==> src/rtl/opfetch_am_pkg.sv <==
package opfetch_am_pkg;

   typedef enum logic [3:0] {
      AM_REG     = 4'd0,
      AM_CONST   = 4'd1,
      AM_ABS     = 4'd2,
      AM_RPTR    = 4'd3,
      AM_OFFS    = 4'd4,
      AM_RSUM    = 4'd5,
      AM_CHAIN   = 4'd6,
      AM_POSTINC = 4'd7,
      AM_PREDEC  = 4'd8,
      AM_SCALED  = 4'd9
   } am_mode_e;

   typedef enum logic [1:0] {
      FS_IDLE = 2'd0,
      FS_REQ  = 2'd1,
      FS_WAIT = 2'd2
   } fetch_state_e;

   function automatic logic mode_is_legal(input logic [3:0] m);
      return m <= 4'd9;
   endfunction

endpackage

==> src/rtl/opfetch_am_scale.sv <==
module opfetch_am_scale #(
   parameter int IW        = 16,
   parameter int SW        = 4,
   parameter int MUL_STYLE = 1
) (
   input  logic [IW-1:0] index_val,
   input  logic [SW-1:0] step,
   output logic [IW-1:0] product
);

   generate
      if (MUL_STYLE == 0) begin : g_direct
         logic [IW+SW-1:0] full;
         assign full    = index_val * step;
         assign product = full[IW-1:0];
      end else begin : g_shift_add
         logic [IW-1:0] part [SW+1];
         assign part[0] = '0;
         for (genvar k = 0; k < SW; k++) begin : g_term
            assign part[k+1] = part[k] + (step[k] ? (index_val << k) : '0);
         end
         assign product = part[SW];
      end
   endgenerate

endmodule

==> src/rtl/opfetch_am_addr.sv <==
module opfetch_am_addr
   import opfetch_am_pkg::*;
#(
   parameter int DATA_W    = 16,
   parameter int ADDR_W    = 8,
   parameter int SCALE_W   = 4,
   parameter int MUL_STYLE = 1
) (
   input  logic [3:0]        mode,
   input  logic [DATA_W-1:0] base_val,
   input  logic [DATA_W-1:0] index_val,
   input  logic [DATA_W-1:0] imm,
   input  logic [SCALE_W-1:0] step,
   output logic [ADDR_W-1:0] eff_addr,
   output logic [DATA_W-1:0] upd_val,
   output logic [DATA_W-1:0] direct_val,
   output logic              legal,
   output logic              needs_mem,
   output logic              chained,
   output logic              has_wb
);

   logic [DATA_W-1:0] step_ext;
   logic [DATA_W-1:0] scaled;
   logic [DATA_W-1:0] addr_sum;

   assign step_ext = DATA_W'(step);

   opfetch_am_scale #(
      .IW(DATA_W), .SW(SCALE_W), .MUL_STYLE(MUL_STYLE)
   ) u_scale (
      .index_val(index_val),
      .step     (step),
      .product  (scaled)
   );

   always_comb begin
      addr_sum   = '0;
      direct_val = '0;
      needs_mem  = 1'b1;
      unique case (mode)
         AM_REG:     begin direct_val = base_val; needs_mem = 1'b0; end
         AM_CONST:   begin direct_val = imm;      needs_mem = 1'b0; end
         AM_ABS:     addr_sum = imm;
         AM_RPTR:    addr_sum = base_val;
         AM_OFFS:    addr_sum = imm + base_val;
         AM_RSUM:    addr_sum = base_val + index_val;
         AM_CHAIN:   addr_sum = base_val;
         AM_POSTINC: addr_sum = base_val;
         AM_PREDEC:  addr_sum = base_val - step_ext;
         AM_SCALED:  addr_sum = imm + base_val + scaled;
         default:    needs_mem = 1'b0;
      endcase
   end

   assign eff_addr = addr_sum[ADDR_W-1:0];
   assign upd_val  = (mode == AM_PREDEC) ? (base_val - step_ext) : (base_val + step_ext);
   assign legal    = mode_is_legal(mode);
   assign chained  = (mode == AM_CHAIN);
   assign has_wb   = (mode == AM_POSTINC) || (mode == AM_PREDEC);

endmodule

==> src/rtl/opfetch_am_seq.sv <==
module opfetch_am_seq
   import opfetch_am_pkg::*;
#(
   parameter int DATA_W    = 16,
   parameter int ADDR_W    = 8,
   parameter int REG_IDX_W = 3
) (
   input  logic                 clk,
   input  logic                 rst_n,
   input  logic                 start,
   input  logic                 legal,
   input  logic                 needs_mem,
   input  logic                 chained,
   input  logic                 has_wb,
   input  logic [ADDR_W-1:0]    eff_addr,
   input  logic [DATA_W-1:0]    direct_val,
   input  logic [DATA_W-1:0]    upd_val,
   input  logic [REG_IDX_W-1:0] upd_idx,
   input  logic                 mem_req_ready,
   input  logic                 mem_rsp_valid,
   input  logic [DATA_W-1:0]    mem_rsp_data,
   output logic                 busy,
   output logic                 mem_req_valid,
   output logic [ADDR_W-1:0]    mem_req_addr,
   output logic [DATA_W-1:0]    op_value,
   output logic                 op_done,
   output logic                 illegal_mode,
   output logic                 wb_en,
   output logic [REG_IDX_W-1:0] wb_idx,
   output logic [DATA_W-1:0]    wb_data
);

   fetch_state_e       state;
   logic [ADDR_W-1:0]  addr_q;
   logic               chain_q;
   logic               wbflag_q;
   logic               accept;

   assign busy          = (state != FS_IDLE);
   assign accept        = start && (state == FS_IDLE);
   assign mem_req_valid = (state == FS_REQ);
   assign mem_req_addr  = addr_q;

   always_ff @(posedge clk) begin
      if (!rst_n) begin
         state        <= FS_IDLE;
         addr_q       <= '0;
         chain_q      <= 1'b0;
         wbflag_q     <= 1'b0;
         op_value     <= '0;
         op_done      <= 1'b0;
         illegal_mode <= 1'b0;
         wb_en        <= 1'b0;
         wb_idx       <= '0;
         wb_data      <= '0;
      end else begin
         op_done      <= 1'b0;
         illegal_mode <= 1'b0;
         wb_en        <= 1'b0;
         unique case (state)
            FS_IDLE: begin
               if (accept) begin
                  if (!legal) begin
                     op_done      <= 1'b1;
                     illegal_mode <= 1'b1;
                     op_value     <= '0;
                  end else if (!needs_mem) begin
                     op_done  <= 1'b1;
                     op_value <= direct_val;
                  end else begin
                     addr_q   <= eff_addr;
                     chain_q  <= chained;
                     wbflag_q <= has_wb;
                     wb_idx   <= upd_idx;
                     wb_data  <= upd_val;
                     state    <= FS_REQ;
                  end
               end
            end
            FS_REQ: begin
               if (mem_req_ready) state <= FS_WAIT;
            end
            FS_WAIT: begin
               if (mem_rsp_valid) begin
                  if (chain_q) begin
                     chain_q <= 1'b0;
                     addr_q  <= mem_rsp_data[ADDR_W-1:0];
                     state   <= FS_REQ;
                  end else begin
                     op_value <= mem_rsp_data;
                     op_done  <= 1'b1;
                     wb_en    <= wbflag_q;
                     state    <= FS_IDLE;
                  end
               end
            end
            default: state <= FS_IDLE;
         endcase
      end
   end


   req_hold_chk: assert property (@(posedge clk) disable iff (!rst_n)
      (mem_req_valid && !mem_req_ready) |=> (mem_req_valid && $stable(mem_req_addr)));


   wb_with_done_chk: assert property (@(posedge clk) disable iff (!rst_n)
      wb_en |-> op_done);


   illegal_clean_chk: assert property (@(posedge clk) disable iff (!rst_n)
      illegal_mode |-> (op_done && !wb_en && op_value == '0));


   illegal_noreq_chk: assert property (@(posedge clk) disable iff (!rst_n)
      (start && !busy && !legal) |=> !mem_req_valid);


   fast_done_chk: assert property (@(posedge clk) disable iff (!rst_n)
      (start && !busy && legal && !needs_mem) |=> (op_done && !busy));

endmodule

==> src/rtl/opfetch_am_unit.sv <==
module opfetch_am_unit #(
   parameter int DATA_W    = 16,
   parameter int ADDR_W    = 8,
   parameter int REG_IDX_W = 3,
   parameter int SCALE_W   = 4,
   parameter int MUL_STYLE = 1
) (
   input  logic                 clk,
   input  logic                 rst_n,
   input  logic                 start,
   input  logic [3:0]           mode,
   input  logic [REG_IDX_W-1:0] base_idx,
   input  logic [REG_IDX_W-1:0] index_idx,
   input  logic [DATA_W-1:0]    imm,
   input  logic [SCALE_W-1:0]   scale_d,
   output logic                 busy,
   output logic [REG_IDX_W-1:0] rf_a_idx,
   input  logic [DATA_W-1:0]    rf_a_data,
   output logic [REG_IDX_W-1:0] rf_b_idx,
   input  logic [DATA_W-1:0]    rf_b_data,
   output logic                 mem_req_valid,
   input  logic                 mem_req_ready,
   output logic [ADDR_W-1:0]    mem_req_addr,
   input  logic                 mem_rsp_valid,
   input  logic [DATA_W-1:0]    mem_rsp_data,
   output logic [DATA_W-1:0]    op_value,
   output logic                 op_done,
   output logic                 illegal_mode,
   output logic                 wb_en,
   output logic [REG_IDX_W-1:0] wb_idx,
   output logic [DATA_W-1:0]    wb_data
);

   generate
      if (ADDR_W > DATA_W) begin : g_bad_addr
         $error("ADDR_W must not exceed DATA_W");
      end
      if (SCALE_W > DATA_W || SCALE_W < 1) begin : g_bad_scale
         $error("SCALE_W must lie in 1..DATA_W");
      end
      if (MUL_STYLE != 0 && MUL_STYLE != 1) begin : g_bad_style
         $error("MUL_STYLE must be 0 or 1");
      end
   endgenerate

   logic [ADDR_W-1:0] eff_addr;
   logic [DATA_W-1:0] upd_val;
   logic [DATA_W-1:0] direct_val;
   logic              legal, needs_mem, chained, has_wb;

   assign rf_a_idx = base_idx;
   assign rf_b_idx = index_idx;

   opfetch_am_addr #(
      .DATA_W(DATA_W), .ADDR_W(ADDR_W), .SCALE_W(SCALE_W), .MUL_STYLE(MUL_STYLE)
   ) u_addr (
      .mode      (mode),
      .base_val  (rf_a_data),
      .index_val (rf_b_data),
      .imm       (imm),
      .step      (scale_d),
      .eff_addr  (eff_addr),
      .upd_val   (upd_val),
      .direct_val(direct_val),
      .legal     (legal),
      .needs_mem (needs_mem),
      .chained   (chained),
      .has_wb    (has_wb)
   );

   opfetch_am_seq #(
      .DATA_W(DATA_W), .ADDR_W(ADDR_W), .REG_IDX_W(REG_IDX_W)
   ) u_seq (
      .clk          (clk),
      .rst_n        (rst_n),
      .start        (start),
      .legal        (legal),
      .needs_mem    (needs_mem),
      .chained      (chained),
      .has_wb       (has_wb),
      .eff_addr     (eff_addr),
      .direct_val   (direct_val),
      .upd_val      (upd_val),
      .upd_idx      (base_idx),
      .mem_req_ready(mem_req_ready),
      .mem_rsp_valid(mem_rsp_valid),
      .mem_rsp_data (mem_rsp_data),
      .busy         (busy),
      .mem_req_valid(mem_req_valid),
      .mem_req_addr (mem_req_addr),
      .op_value     (op_value),
      .op_done      (op_done),
      .illegal_mode (illegal_mode),
      .wb_en        (wb_en),
      .wb_idx       (wb_idx),
      .wb_data      (wb_data)
   );

endmodule

==> config.mk <==
export PLATFORM = sky130hd
export DESIGN_NAME = opfetch_am_unit
export DESIGN_NICKNAME = d
export VERILOG_FILES = /design/src/rtl/opfetch_am_pkg.sv /design/src/rtl/opfetch_am_scale.sv /design/src/rtl/opfetch_am_addr.sv /design/src/rtl/opfetch_am_seq.sv /design/src/rtl/opfetch_am_unit.sv
export SDC_FILE = /design/constraint.sdc
export NUM_CORES = 1
export LEC_CHECK = 0
export BUFFER_PORTS_ARGS = -buffer_cell sky130_fd_sc_hd__buf_2
export CORE_ASPECT_RATIO = 0.5
export CORE_MARGIN = 8
export CORE_UTILIZATION = 57
export CTS_CLUSTER_DIAMETER = 60
export DETAILED_ROUTE_END_ITERATION = 16
export GPL_ROUTABILITY_DRIVEN = 0
export HOLD_SLACK_MARGIN = 0.12
export PLACE_DENSITY = 0.93
export SETUP_SLACK_MARGIN = 0.5
export SKIP_LAST_GASP = 1
export SYNTH_ARGS = -nofsm -noshare
export SYNTH_HDL_FRONTEND = slang
export SYNTH_SLANG_ARGS = --single-unit
==> constraint.sdc <==
create_clock -name clk -period 12.54 [get_ports clk]
set_input_delay 1.881 -clock clk [delete_from_list [all_inputs] [get_ports clk]]
set_output_delay 1.881 -clock clk [all_outputs]
set_load 0.02 [all_outputs]
* Word-level counts from Yosys, hierarchy flattened *
Index checks and enable logic that the tools add are counted.
Widths: inputs -> output; s select.

word-level totals
  output and inout bits = 54
  register bits after elaboration = 50
  input port bits = 83
  word-level logic and storage cells = 95

cells by class
  bitwise logic cells = 3
  eq/ne operators = 19
  order comparisons = 1
  reductions and logical operators = 15
  muxes and demuxes = 39
  add/subtract/negate cells = 8

operator list
  kind                number
  $mux 16             6
  $mux 8              9
  $pmux 16 s2         2
  $add 8x8->8         6
  $pmux 8 s6          1
  $add 16x4->16       1
  $eq 4x3->1 const B  4
  $pmux 8 s2          1
  $sub 16x4->16       1
  $reduce_and 5->1    3
  $mux 1              12
  $mux 2              5
  $ne 2x1->1 const B  5
  $eq 4x2->1 const B  2
  $eq 4x4->1 const B  2
  $reduce_or 8->1     1
  $pmux 2 s3          1
  $reduce_and 6->1    1
  $eq 4x1->1 const B  1
  $le 4x4->1 const B  1
  $logic_not 4->1     1
  $ne 2x2->1 const B  2
  $pmux 1 s2          2
  $reduce_and 4->1    1
  11 further kinds    14

* Depth between registers and ports, before layout *
  depth after elaboration = 10
  gate-level depth with buffers = 18
  depth with buffers taken out = 18

* Modules after synthesis *
Synthesis repeated with hierarchy kept, for this count alone.

second synthesis, totals
  cells, all modules = 774
  area total of the unflattened synthesis = 6092.1 um^2

modules (own cells, without submodules)
  module            instances  area an instance (um^2)  cells each  sequential area each (um^2)
  opfetch_am_seq    1          2225.9                   256         1001.0
  opfetch_am_addr   1          2210.9                   306         0.0
  opfetch_am_scale  1          1610.3                   206         0.0
  opfetch_am_unit   1          45.0                     6           0.0

* Worst setup path after synthesis *
OpenSTA, ideal clock, no wires.

  kind = input port to flip-flop
  from = input imm[0]
  to = register u_seq.addr_q[7] (netlist: u_seq.mem_req_addr[7])
  setup time = 0.070 ns
  buffers on the path = 0
  cell stages on the path = 17
  data required time = 12.470 ns
  arrival time = 5.726 ns
  setup slack = 6.745 ns
  cells stage by stage = ha_1 fa_1 xor2_1 fa_1 inv_1 fa_1 fa_1 inv_1 ha_1 fa_1 a21o_1 a21oi_1 xnor2_1 xnor2_1 xnor2_1 a22oi_1 a21oi_1

between the ends
  cells in the longest elaborated chain, start to end = 7

ends and longest elaborated chain
  item                  line                                          RTL
  start, declared       opfetch_am_unit.sv:14                         input logic [DATA_W-1:0] imm,
  $add 8x8->8 *         opfetch_am_addr.sv:46, opfetch_am_addr.sv:51
  $add 8x8->8           opfetch_am_addr.sv:51                         AM_SCALED: addr_sum = imm + base_val + scaled;
  $pmux 8 s6 *          opfetch_am_addr.sv:41                         unique case (mode)
  $mux 8 *              opfetch_am_seq.sv:67                          end else if (!needs_mem) begin
  $mux 8 *              opfetch_am_seq.sv:63                          if (!legal) begin
  $mux 8 *              opfetch_am_seq.sv:62                          if (accept) begin
  $pmux 8 s2 *          opfetch_am_seq.sv:60                          unique case (state)
  end signal, assigned  opfetch_am_seq.sv:71                          addr_q <= eff_addr;
  end signal, assigned  opfetch_am_seq.sv:87                          addr_q <= mem_rsp_data[ADDR_W-1:0];
  end, declared         opfetch_am_seq.sv:34                          logic [ADDR_W-1:0] addr_q;

Every way passes the cells marked *; elsewhere a longest branch is shown, timed or not. The select of a mux whose other input is x is not followed.
A chain may end at the register's enable or synchronous reset.

* Final worst setup path *
  from = input rf_a_data[0]
  to = register u_seq.addr_q[7] (netlist: u_seq.mem_req_addr[7])

between the ends
  cells in the longest elaborated chain, start to end = 7
  elaborated cells between the ends (all ways) = 9
  classes of those cells = add/sub (4); mux (5)

ends and longest elaborated chain
  item             line                                          RTL
  start, declared  opfetch_am_unit.sv:18                         input logic [DATA_W-1:0] rf_a_data,
  $add 8x8->8      opfetch_am_addr.sv:46, opfetch_am_addr.sv:51
  $add 8x8->8      opfetch_am_addr.sv:51
  $pmux 8 s6 *     opfetch_am_addr.sv:41
  $mux 8 *         opfetch_am_seq.sv:67
  $mux 8 *         opfetch_am_seq.sv:63
  $mux 8 *         opfetch_am_seq.sv:62
  $pmux 8 s2 *     opfetch_am_seq.sv:60

Marked as above.

==> results.yml <==
timing:
  setup_tns_ns: 0
  maxSlewViolCount: 0
  period_needed_ns: 6.05
  finalSetupViolations: 0
  clock_skew_ns: 0.00589
  setup_slack_ns: 6.49
  tightest_slew_ns: 1.14
  max_freq_ghz: 0.165
  relSlewSlack: 0.241
  final_hold_viol_count: 0
  rsz0062_at_grt: "false"
  period_share: 0.483
  hold_ws_ns: 0.454
floorplan:
  dieWidth_um: 143
  core_area_um2: 7940
  dieHeight_um: 79.7
  io_pins: 137
  die_area_um2: 11400
  rows: 23
  initial_utilization: 0.583
hold_path:
  worstHoldStart: "u_seq.wb_idx[2]$_SDFFE_PN0P_"
  hp-class: "register to register"
clocking:
  htreeDepth: 2
  cts_buffer_depth: 2
  cts_buffers: 5
  cts.repair.resized: 0
  clk_latency_ns: 0.29
  cts_root_buffer: "clkbuf_16"
  hold_buffers: 0
  cts_sinks: 50
  post-cts-setup-buffers: 0
  path_clk_slew_ns: 0.07
  cts_tree: "built"
worst_setup_path:
  worstPathCellList: "buf_2, ha_1, fa_1, xor2_1, fa_1, fa_1, inv_1, fa_1, inv_1, ha_1, fa_1, a21o_1, a21oi_1, xnor2_1, xnor2_1, xnor2_1, a22oi_1, a21oi_1"
  reg2reg_from: "u_seq.state[1]$_SDFFE_PN0P_"
  crit_arrival_ns: 6.21
  worstPathRequired_ns: 12.70
  start_kind: "primary input"
  startpoint: "rf_a_data[0]"
  worstSetupPathType: "primary input to register"
  cp-end-kind: "register"
  crit_fanout: 6
  slowest_stage: "fa_1"
  slowest_delay_ns: 0.53
  crit_top_cell: "fa_1"
route:
  drc_errors: 0
  ant_nets: 0
  wl_per_cell_um: 18.3
  vias: 5026
  drtIter0Drc: 585
  viasPerCell: 6.20
  drt_wl_total_um: 14800
  drtPass1Iterations: 6
logic_synthesis:
  synth_warnings: 0
  ys_top_cells_by_area: "dfxtp_1, fa_1, ha_1"
  synth_edf_count: 0
  synth-main-ff-cell: "dfxtp_1"
  synth_nets: 732
  async_reset_ff_frac: 0
  yosysTopAreaCell: "dfxtp_1"
  yosysUniqueCellTypes: 60
  synth-seq-cells: 50
  syn_area_um2: 4630
  seq_area_frac_synth: 0.216
  syn_area_per_cell_um2: 7.71
  syn_inst: 600
  synth_top_area_frac: 0.216
power_and_ir_drop:
  leakage_nw: 2.41
  p_sw_uw: 223
  p_int_uw: 375
  combPwrFrac: 0.433
  power_density_nw_per_um2: 110
  p_sw_frac: 0.373
  pwr-share-clk: 0.270
  ir_drop_mv: 0.0738
  seqPwrFrac: 0.297
layout:
  antennaDiodeCount: 0
  layout.nets: 829
  fin_cells: 810
  drive_above_1_share: 0.211
  final_core_util: 0.683
  area_delta_synth_final_pct: 17.2
global_route:
  antenna_found_initial: 0
  grt_max_degree: 37
  grt-ovfl-total: 0
  grt_use_total: 0.255
  grt_pass1_vias: 4753
  grt_first_pass_wirelength_um: 23400
run_status:
  status: "completed"
placed_design:
  dp_cells: 802
  numPortBuffers: 122
  dp_hpwl_um: 11500
  preCtsSetupSlack_ns: 6.25
job:
  cap_viol_max_count: 0
worst max-delay path: cells and delay by family:
| kind | cells | cell delay [ns] |
|---|---|---|
| adders and majority gates | 7 | 2.73 |
| AOI/OAI and AO/OA | 4 | 0.72 |
| xor gates and xnor gates | 4 | 0.62 |
| buffers and inverters | 3 | 0.25 |
power groups by stage:
stage                     Clock (mW)  Sequential [mW]  Combinational (mW)
after floorplan                    0            0.193               0.166
after global placement             0            0.180               0.242
after detailed placement           0            0.180               0.252
after CTS                      0.162            0.177               0.254
after global routing           0.169            0.178               0.284
final                          0.161            0.177               0.259
layout by cell type, fill, tap and decap left out, types with 2 or more instances in the layout:
cell type / n
o21a_1: 4
a211oi_1: 18
nor4_1: 2
nor2b_1: 8
o22ai_1: 3
mux2i_1: 7
xor2_1: 13
nor3_1: 8
and3_1: 2
buf_4: 5
a22oi_1: 21
clkbuf_16: 5
and2_1: 19
a31oi_1: 6
a21o_1: 7
o21bai_1: 3
a32oi_1: 3
nand2_1: 68
buf_2: 122
nand3_1: 10
inv_1: 31
nand2b_1: 9
a21oi_1: 47
o211ai_1: 14
or2_2: 2
a221oi_1: 2
fa_1: 20
o221ai_1: 2
ha_1: 29
or3_1: 4
nor3b_1: 2
dfxtp_1: 50
o21ai_0: 37
nor2_1: 60
o32ai_1: 2
xnor2_1: 25
cell families (layout without fill, tap and decap cells):
| logic type | after synthesis | after routing | share of synthesized area |
|---|---|---|---|
| AOI/OAI and AO/OA | 179 | 179 | 0.250 |
| muxes | 8 | 8 | 0.0176 |
| and+or+nand+nor | 207 | 207 | 0.215 |
| DFF | 50 | 50 | 0.216 |
| adders and majority gates | 49 | 49 | 0.165 |
| buffers and inverters | 69 | 167 | 0.0641 |
| xor gates and xnor gates | 38 | 38 | 0.0719 |
registers in the layout, indices dropped and copies added, names as in the netlist:
register / flops
u_seq.chain_q: 1
u_seq.illegal_mode: 1
u_seq.mem_req_addr: 8
u_seq.op_done: 1
u_seq.op_value: 16
u_seq.state: 2
u_seq.wb_data: 16
u_seq.wb_en: 1
u_seq.wb_idx: 3
u_seq.wbflag_q: 1
cell usage after synthesis, types with 2 or more instances:
master / instances
buf_1: 2
a22oi_1: 21
xor2_1: 13
buf_4: 6
xnor2_1: 25
o22ai_1: 3
a31oi_1: 6
nor3_1: 8
o21ai_0: 37
a21oi_1: 47
and2_1: 19
ha_1: 29
or3_1: 4
nand2_1: 68
buf_6: 2
or2_2: 2
dfxtp_1: 50
nand2b_1: 9
and3_1: 2
nor2b_1: 8
o221ai_1: 2
clkbuf_1: 27
o211ai_1: 14
nand3_1: 10
a21o_1: 7
mux2i_1: 7
a211oi_1: 18
nor3b_1: 2
inv_1: 31
a221oi_1: 2
a32oi_1: 3
o21a_1: 4
nor4_1: 3
fa_1: 20
o21bai_1: 3
nor2_1: 61
o32ai_1: 2
metal layers:
metal	wire length, µm	vias to the layer above	part of all wire	global-route usage
met5	0	-	0	0
li1	-	2312	-	-
met1	5870	2300	0.40	0.322
met3	1810	54	0.12	0.0555
met2	6700	360	0.45	0.428
met4	444	0	0.030	0.0843
per-stage QoR:
stage,area (µm²),power [mW]
3_5_place_dp,5250,0.433
5_1_grt,5430,0.632
6_report,5430,0.597
3_3_place_gp,5250,0.421
4_1_cts,5430,0.593
2_1_floorplan,4630,0.359
cell type report:
| class | count | area (µm²) |
|---|---|---|
| multi-input cells | 481 | 3340 |
| fillers | 681 | 2520 |
| flip-flops and latches | 50 | 1000 |
| repair buffers | 127 | 648 |
| well taps | 112 | 140 |
| clock buffers | 6 | 139 |
| inverters | 32 | 120 |
| clock inverters | 2 | 38.8 |
worst paths after layout:
path                                              to  slack [ns]  cells past startpoint
setup / recovery  u_seq.mem_req_addr[7]$_SDFFE_PN0P_        6.49                     18
hold / removal          u_seq.wb_idx[2]$_SDFFE_PN0P_        0.45                      2
setup reg to reg      u_seq.op_value[6]$_SDFFE_PN0P_       10.24                      7
hold reg to reg         u_seq.wb_idx[2]$_SDFFE_PN0P_        0.45                      2
(Power assumes the default switching activity.)
